`config.mk`:
```
export PLATFORM = sky130hd
export DESIGN_NAME = ppi_port
export DESIGN_NICKNAME = d
export VERILOG_FILES = /design/src/rtl/ppi_pkg.sv /design/src/rtl/ppi_ctrl.sv /design/src/rtl/ppi_latch.sv /design/src/rtl/ppi_rdmux.sv /design/src/rtl/ppi_port.sv
export SDC_FILE = /design/constraint.sdc
export NUM_CORES = 1
export LEC_CHECK = 0
export ABC_AREA = 1
export BUFFER_PORTS_ARGS = -buffer_cell sky130_fd_sc_hd__buf_4
export CORE_MARGIN = 1.5
export CORE_UTILIZATION = 30
export DETAILED_ROUTE_END_ITERATION = 10
export PLACE_DENSITY_LB_ADDON = 0.08
export SLEW_MARGIN = 30
export SYNTH_ARGS = -nofsm -noshare
export SYNTH_HDL_FRONTEND = slang
export SYNTH_HIERARCHICAL = 1
export SYNTH_SLANG_ARGS = --single-unit
```
`constraint.sdc`:
```
create_clock -name clk -period 3.3 [get_ports clk]
set_input_delay 0 -clock clk [delete_from_list [all_inputs] [get_ports clk]]
set_output_delay 0 -clock clk [all_outputs]
set_load 0.005 [all_outputs]
```
`src/rtl/ppi_pkg.sv`:
```
package ppi_pkg;
  localparam logic [1:0] ADDR_A    = 2'd0;
  localparam logic [1:0] ADDR_B    = 2'd1;
  localparam logic [1:0] ADDR_C    = 2'd2;
  localparam logic [1:0] ADDR_CTRL = 2'd3;

  // direction per group, 1 = input
  typedef struct packed {
    logic a;
    logic cu;
    logic b;
    logic cl;
  } dir_t;

  localparam dir_t DIR_ALL_IN = '{a: 1'b1, cu: 1'b1, b: 1'b1, cl: 1'b1};
endpackage

```
`src/rtl/ppi_ctrl.sv`:
```
module ppi_ctrl
  import ppi_pkg::*;
#(
  parameter int DW   = 8,
  parameter int SELW = $clog2(DW)
) (
  input  logic            clk,
  input  logic            rst_n,
  input  logic            mode_we,
  input  logic            bsr_we,
  input  dir_t            dir_d,
  input  logic [SELW-1:0] bsr_idx,
  input  logic            bsr_val,
  output dir_t            dir_q,
  output logic [DW-1:0]   int_en
);
  always_ff @(posedge clk or negedge rst_n) begin
    if (!rst_n) begin
      dir_q  <= DIR_ALL_IN;
      int_en <= '0;
    end else if (mode_we) begin
      dir_q  <= dir_d;
      int_en <= '0;
    end else if (bsr_we) begin
      int_en[bsr_idx] <= bsr_val;
    end
  end
endmodule

```
`src/rtl/ppi_latch.sv`:
```
module ppi_latch #(
  parameter int W    = 8,
  parameter int SELW = $clog2(W)
) (
  input  logic            clk,
  input  logic            rst_n,
  input  logic            clr,
  input  logic            we,
  input  logic [W-1:0]    d,
  input  logic            bit_we,
  input  logic [SELW-1:0] bit_idx,
  input  logic            bit_val,
  output logic [W-1:0]    q
);
  always_ff @(posedge clk or negedge rst_n) begin
    if (!rst_n)      q <= '0;
    else if (clr)    q <= '0;
    else if (we)     q <= d;
    else if (bit_we) q[bit_idx] <= bit_val;
  end
endmodule

```
`src/rtl/ppi_rdmux.sv`:
```
module ppi_rdmux
  import ppi_pkg::*;
#(
  parameter int DW = 8,
  localparam int H = DW / 2
) (
  input  logic          rd_en,
  input  logic [1:0]    addr,
  input  dir_t          dir,
  input  logic [DW-1:0] la,
  input  logic [DW-1:0] lb,
  input  logic [DW-1:0] lc,
  input  logic [DW-1:0] pa,
  input  logic [DW-1:0] pb,
  input  logic [DW-1:0] pc,
  output logic [DW-1:0] rdata
);
  logic [DW-1:0] va, vb, vc;

  assign va = dir.a ? pa : la;
  assign vb = dir.b ? pb : lb;
  assign vc = {dir.cu ? pc[DW-1:H] : lc[DW-1:H],
               dir.cl ? pc[H-1:0]  : lc[H-1:0]};

  always_comb begin
    rdata = '0;
    if (rd_en) begin
      unique case (addr)
        ADDR_A:  rdata = va;
        ADDR_B:  rdata = vb;
        ADDR_C:  rdata = vc;
        default: rdata = '0;
      endcase
    end
  end
endmodule

```
`src/rtl/ppi_port.sv`:
```
module ppi_port
  import ppi_pkg::*;
#(
  parameter int DW = 8
) (
  input  logic          clk,
  input  logic          rst_n,
  input  logic          cs,
  input  logic          rd,
  input  logic          wr,
  input  logic [1:0]    addr,
  input  logic [DW-1:0] wdata,
  output logic [DW-1:0] rdata,
  input  logic [DW-1:0] pa_in,
  output logic [DW-1:0] pa_out,
  output logic [DW-1:0] pa_oe,
  input  logic [DW-1:0] pb_in,
  output logic [DW-1:0] pb_out,
  output logic [DW-1:0] pb_oe,
  input  logic [DW-1:0] pc_in,
  output logic [DW-1:0] pc_out,
  output logic [DW-1:0] pc_oe,
  output logic [DW-1:0] int_en
);
  localparam int SELW  = $clog2(DW);
  localparam int H     = DW / 2;
  localparam int NPORT = 3;

  logic            wr_en, ctrl_we, mode_we, bsr_we;
  dir_t            dir_d, dir_q;
  logic [SELW-1:0] bsr_idx;
  logic            bsr_val;
  logic [DW-1:0]   lat [NPORT];
  logic            unused_ctrl_bits;

  assign wr_en   = cs & wr;
  assign ctrl_we = wr_en && (addr == ADDR_CTRL);
  assign mode_we = ctrl_we &  wdata[DW-1];
  assign bsr_we  = ctrl_we & ~wdata[DW-1];
  assign bsr_idx = wdata[SELW:1];
  assign bsr_val = wdata[0];
  assign dir_d   = '{a: wdata[4], cu: wdata[3], b: wdata[1], cl: wdata[0]};
  assign unused_ctrl_bits = ^{wdata[DW-2:5], wdata[2]};

  ppi_ctrl #(.DW(DW), .SELW(SELW)) u_ctrl (
    .clk     (clk),
    .rst_n   (rst_n),
    .mode_we (mode_we),
    .bsr_we  (bsr_we),
    .dir_d   (dir_d),
    .bsr_idx (bsr_idx),
    .bsr_val (bsr_val),
    .dir_q   (dir_q),
    .int_en  (int_en)
  );

  for (genvar g = 0; g < NPORT; g++) begin : g_port
    logic port_we, port_bit_we;
    assign port_we     = wr_en && (addr == 2'(g));
    assign port_bit_we = (g == int'(ADDR_C)) ? bsr_we : 1'b0;
    ppi_latch #(.W(DW), .SELW(SELW)) u_latch (
      .clk     (clk),
      .rst_n   (rst_n),
      .clr     (mode_we),
      .we      (port_we),
      .d       (wdata),
      .bit_we  (port_bit_we),
      .bit_idx (bsr_idx),
      .bit_val (bsr_val),
      .q       (lat[g])
    );
  end

  assign pa_out = lat[0];
  assign pb_out = lat[1];
  assign pc_out = lat[2];
  assign pa_oe  = {DW{~dir_q.a}};
  assign pb_oe  = {DW{~dir_q.b}};
  assign pc_oe  = {{H{~dir_q.cu}}, {H{~dir_q.cl}}};

  ppi_rdmux #(.DW(DW)) u_rdmux (
    .rd_en (cs & rd),
    .addr  (addr),
    .dir   (dir_q),
    .la    (lat[0]),
    .lb    (lat[1]),
    .lc    (lat[2]),
    .pa    (pa_in),
    .pb    (pb_in),
    .pc    (pc_in),
    .rdata (rdata)
  );
endmodule

```
* Yosys cells after proc, flatten, opt, wreduce, memory -nomap -nowiden *
Cells that the tools add are included.

operators by class
  multiplexer cells = 19
  equality and inequality tests = 3
  magnitude comparators = 2
  reduce and logical (&&, ||, !) cells = 10
  bitwise operators = 9

operators by type and width
  cell                                                        count
  2-to-1 mux 8 bit                                            12
  one-hot mux 8 bit (3 select lines)                          1
  bitwise mux 8 bit                                           2
  2-to-1 mux 4 bit                                            2
  nonzero test 2 bit                                          3
  logical AND 1 bit                                           5
  inverter 1 bit                                              5
  bitwise AND 1 bit                                           4
  == test 2 bit, second input constant                        2
  less-than comparator 3 x 4 -> 1 bit, second input constant  1
  demux 1 bit (select 3 bit)                                  1
  >= comparator 3 x 1 -> 1 bit, second input constant         1
  nonzero test 3 bit                                          1
  == test 2 x 1 -> 1 bit, second input constant               1
  logical NOT 2 bit                                           1
  2-to-1 mux 1 bit                                            1

storage, ports and cells
  logic and storage cells = 51
  output and inout port bits = 64
  flip-flop bits (word level) = 36
  input port bits = 39

* Longest topological paths before layout *
  depth after elaboration = 8
  depth in mapped cells = 9
  depth with buffers taken out = 8

* Hierarchy *
Netlist, hierarchy kept.

modules (own cells, without submodules)
  module     sequential area each (um^2)  cells an instance  instances  area an instance (um^2)
  ppi_latch  200.2                        90                 3          601.8
  ppi_ctrl   305.3                        88                 1          618.1
  ppi_rdmux  0.0                          143                1          580.6
  ppi_port   0.0                          37                 1          221.5

* Least setup slack after synthesis *
Ideal clock, no wire load.

  path type = input-to-reg
  start point = input port cs
  end point = register g_port[2].u_latch.q[7]
  arrival = 1.726 ns
  path buffers = 0
  setup slack = 1.453 ns
  cell stages on the path = 5
  library setup time = 0.121 ns
  required time = 3.179 ns
  cells stage by stage = nand2_2 nor3_1 bufinv_8 nand3_1 nand2_1

between the ends
  longest elaborated chain between the ends = 4
  elaborated cells on any way between the ends = 8
  classes of those cells = mux: 2; bitwise: 3; reduce/logical: 3

ends and longest elaborated chain
  what                                                                            line             RTL
  start, declared                                                                 ppi_port.sv:8    input logic cs,
  bitwise AND 1 bit (*)                                                           ppi_port.sv:36   assign wr_en = cs & wr;
  logical AND 1 bit (*)                                                           ppi_port.sv:37   assign ctrl_we = wr_en && (addr == ADDR_CTRL);
  bitwise AND 1 bit (*)                                                           ppi_port.sv:38   assign mode_we = ctrl_we & wdata[DW-1];
  named net mode_we                                                               ppi_port.sv:29   logic wr_en, ctrl_we, mode_we, bsr_we;
  nonzero test 3 bit (no source line) / 2-to-1 mux 8 bit (equally long branches)  --
  end signal, assigned by index                                                   ppi_latch.sv:19  else if (bit_we) q[bit_idx] <= bit_val;
  end, declared                                                                   ppi_latch.sv:13  output logic [W-1:0] q

Mark *: on every way through the listed nets, which the timed path passes. The rest lies on a longest branch.
A chain may end at the register's enable or synchronous reset.

* Final worst setup path *
  start point = register, netlist name u_ctrl/dir_q[3]
  end point = output port rdata[0]

between the ends
  longest elaborated chain between the ends = 3

ends and longest elaborated chain
  what                                line             RTL
  2-to-1 mux 8 bit                    ppi_rdmux.sv:20  assign va = dir.a ? pa : la;
  one-hot mux 8 bit (3 select lines)  ppi_rdmux.sv:28  unique case (addr)
  2-to-1 mux 8 bit                    ppi_rdmux.sv:27  if (rd_en) begin
  end, declared                       ppi_port.sv:13   output logic [DW-1:0] rdata,

No other way between the ends.

==> results.py <==
metrics = {
    "outcome": {
        "status": "finished, final reports clean",
    },
    "clocking": {
        "ctsRootBufferMaster": "sky130_fd_sc_hd__clkbuf_8",
        "maximum_buffer_depth_of_the_clock_tree": 2,
        "h_tree_level_count": 2,
        "cts.sink_count": 36,
        "cts_tree": "built",
        "cts-buffers-inserted": 5,
        "path_clk_slew_ns": 0.08,
        "clk-insertion-delay-late_ns": 0.29,
    },
    "synth": {
        "yosysWarnings": 6,
        "synth_area_leaders": "sky130_fd_sc_hd__nand2_1, sky130_fd_sc_hd__dfrtp_1, sky130_fd_sc_hd__nand3_1, sky130_fd_sc_hd__inv_1, sky130_fd_sc_hd__buf_4",
        "postSynthAreaPerCell_um2": 6.00,
        "synthDominantAreaCellType": "sky130_fd_sc_hd__nand2_1",
        "synth_async_sr_flop_share": 1.00,
        "synth.most_common_cell": "sky130_fd_sc_hd__nand2_1",
        "synth_seq_cells": 36,
        "dominantRegCellSynth": "sky130_fd_sc_hd__dfrtp_1",
        "synth.yosys.seq_area_share": 0.281,
        "synth_cell_types": 21,
        "synth.cell_area_um2": 3230,
        "synth_edf_count": 0,
        "syn-instance-count": 538,
        "ys_top_cells_by_count": "sky130_fd_sc_hd__nand2_1, sky130_fd_sc_hd__nand3_1, sky130_fd_sc_hd__inv_1, sky130_fd_sc_hd__dfrtp_1, sky130_fd_sc_hd__buf_4",
        "synth_top_area_frac": 0.266,
    },
    "drt": {
        "viasPerCell": 4.65,
        "dr.max_layer_used": "met4",
        "ant_nets": 0,
        "drc": 0,
        "routedWlPerCell_um": 13.6,
        "finalWirelength_um": 10200,
        "dr_total_vias": 3510,
        "drtIter0Drc": 144,
        "first_pass_iters": 4,
        "wl_met2_um": 4630,
        "routed-wl-met3_um": 706,
        "m1WireLength_um": 4770,
    },
    "hold_path": {
        "holdCritPathClass": "input port to flop",
        "worst_hold_depth": 3,
        "hold_path_end": "u_ctrl/dir_q[0]",
        "worst_hold_launch": "wdata[0]",
    },
    "pwr": {
        "power_per_cell_area_nw_per_um2": 346,
        "internal-power_mw": 0.900,
        "leak_nw": 2.45,
        "power_frac_seq": 0.399,
        "sw_frac_of_total": 0.357,
        "power_switching_mw": 0.499,
        "worst_ir_drop_vdd_uv": 192,
        "power.clock.fraction": 0.242,
        "share_comb_of_total_power": 0.359,
    },
    "run": {
        "drv.max_cap_violation_count": 0,
    },
    "finish": {
        "post-route-util": 0.389,
        "nets": 657,
        "layout.cells.non_filler": 755,
        "fillers": 1155,
        "drive_above_1_share": 0.254,
        "num_antenna_cells": 0,
        "layout-area-overhead-vs-synth_pct": 25.2,
    },
    "worst_setup_path": {
        "timing.critical_path.arrival_ns": 1.71,
        "critical-path-slowest-cell": "sky130_fd_sc_hd__dfstp_2",
        "reg2reg_depth": 2,
        "crit-reg2reg-launch": "u_ctrl/dir_q[1]",
        "critical_path.startpoint_type": "flop",
        "ff2ff_setup_slack_ns": 2.44,
        "worstPathRequired_ns": 3.30,
        "slowest_delay_ns": 0.65,
        "critical_path.top_delay_family": "flip-flops",
        "critical_path.max_fanout": 11,
        "crit_type": "flop to output port",
        "critical_path_cell_by_cell": "inv_1 -> nand2_1 -> nand3_1 -> nand3_1 -> nand2_1 -> inv_1 -> buf_4",
        "cp_endpoint_kind": "output port",
        "worstPathBufferInverterCount": 3,
        "worstReg2RegEnd": "u_ctrl/dir_q[1]",
    },
    "grt": {
        "global_route.usage.total": 0.189,
        "globalRouteOverflowTotal": 0,
        "maximum_number_of_pins_on_one_net_before_global_route_repair": 37,
        "grt_pass1_vias": 3368,
        "grt_first_pass_wirelength_um": 17000,
        "grt_antenna_before_repair": 0,
    },
    "timing": {
        "actual_transition_at_the_worst_max_transition_pin_ns": 0.952,
        "skew_ns": 0,
        "min_period_ns": 1.71,
        "timing.setup.tns_ns": 0,
        "final_min_period_over_clock_period": 0.518,
        "setup_viol": 0,
        "fmax_ghz": 0.584,
        "slew_viol_final": 0,
        "maxSlewHeadroom": 0.363,
        "number_of_endpoints_with_negative_hold_slack_in_the_final_report": 0,
        "grt_setup_unrepaired": "false",
    },
    "floorplanning": {
        "floorplan.die.width_um": 107,
        "design.die.area_um2": 11400,
        "start_util": 0.311,
        "number_of_core_rows": 37,
        "fp.coreArea_um2": 10400,
        "num_io_pins": 103,
        "dieHeight_um": 107,
    },
    "placement": {
        "place.port_buffers": 102,
        "hpwlAfterDp_um": 7590,
        "placed_cells_incl_taps": 745,
        "gp_congestion": 0.824,
    },
}
## worst register-to-register path: stages, from the launching register on
cell,delay [ns]
sky130_fd_sc_hd__dfstp_2,0.67
sky130_fd_sc_hd__nand2_1,0.08
sky130_fd_sc_hd__nand2_1,0.06
## worst max-delay path by stage
stage	from	endpoint	slack (ns)	depth (start not counted)
6_report	u_ctrl/dir_q[3]	rdata[0]	1.59	7
5_1_grt	u_ctrl/dir_q[3]	rdata[3]	1.43	7
4_1_cts	u_ctrl/dir_q[3]	rdata[0]	1.57	7
2_1_floorplan	cs	g_port[2].u_latch/q[7]	1.45	5
3_5_place_dp	cs	u_ctrl/int_en[2]	1.75	8
3_3_place_gp	cs	u_ctrl/int_en[4]	1.80	8
## cell usage in the layout, fill, tap and decap left out
cell type                       instances
sky130_fd_sc_hd__nand4_1                6
sky130_fd_sc_hd__conb_1                 2
sky130_fd_sc_hd__nor3_1                 4
sky130_fd_sc_hd__nand3_1              104
sky130_fd_sc_hd__dfrtp_1               32
sky130_fd_sc_hd__inv_2                 13
sky130_fd_sc_hd__dlygate4sd3_1          2
sky130_fd_sc_hd__inv_1                 62
sky130_fd_sc_hd__nor2_1                11
sky130_fd_sc_hd__o211ai_1               3
sky130_fd_sc_hd__nand2_2                2
sky130_fd_sc_hd__o21ai_1                6
sky130_fd_sc_hd__bufinv_8               3
sky130_fd_sc_hd__buf_4                106
sky130_fd_sc_hd__nor2_4                 6
sky130_fd_sc_hd__nor3_2                 1
sky130_fd_sc_hd__nor2_2                14
sky130_fd_sc_hd__clkinv_2               2
sky130_fd_sc_hd__clkbuf_8               6
sky130_fd_sc_hd__nand2_1              229
sky130_fd_sc_hd__clkinv_1               1
sky130_fd_sc_hd__dfstp_2                4
## power groups by stage
stage          clock network [mW]  logic (mW)  registers (mW)
6_report                    0.339       0.502           0.558
5_1_grt                     0.376       0.570           0.568
2_1_floorplan                   0       0.319           0.541
4_1_cts                     0.357       0.507           0.560
3_3_place_gp                    0       0.500           0.570
3_5_place_dp                    0       0.503           0.568
## metal layers
metal / track usage / up-vias
met5: 0 / -
met1: 0.257 / 1568
li1: - / 1806
met4: 0.0429 / 0
met2: 0.317 / 126
met3: 0.0280 / 10
## stage by stage
step	power, mW	area, um^2	hold WS [ns]	setup slack [ns]
final	1.40	4040	0.0341	1.59
after CTS	1.42	4040	0.0186	1.57
after detailed placement	1.07	3930	0.0144	1.75
after global placement	1.07	3930	0.0153	1.80
after global routing	1.51	4040	0.0434	1.43
after floorplan	0.860	3230	-0.296	1.45
## state kept, by name, summed over array words and instances (netlist names)
| register | count |
|---|---|
| g_port.u_latch/q | 24 |
| u_ctrl/dir_q | 4 |
| u_ctrl/int_en | 8 |
## what timing repair did
item	in CTS	in global routing
resized for setup	0	0
hold buffers	2	0
endpoints found under the hold margin	33	0
setup buffers	0	0
## kinds of logic (layout without fill, tap and decap cells)
| logic type | Yosys count | in the layout | share of synthesized area |
|---|---|---|---|
| AND/OR/NAND/NOR | 377 | 377 | 0.512 |
| AO/OA/AOI/OAI | 9 | 9 | 0.0163 |
| buffers and inverters | 115 | 195 | 0.190 |
| flip-flops | 36 | 36 | 0.281 |
| other | 1 | 2 | 0.00116 |
## layout make-up
| cell class | instances | area, um^2 | share of cell area |
|---|---|---|---|
| multi-input cells | 388 | 1720 | 0.425 |
| flip-flops and latches | 36 | 906 | 0.224 |
| repair buffers | 108 | 816 | 0.202 |
| inverters | 79 | 338 | 0.0836 |
| well taps | 136 | 170 | 0.0421 |
| clock buffers | 6 | 82.6 | 0.0204 |
| clock inverters | 2 | 10.0 | 0.00248 |
No activity file was read; power rests on OpenSTA's default activity.
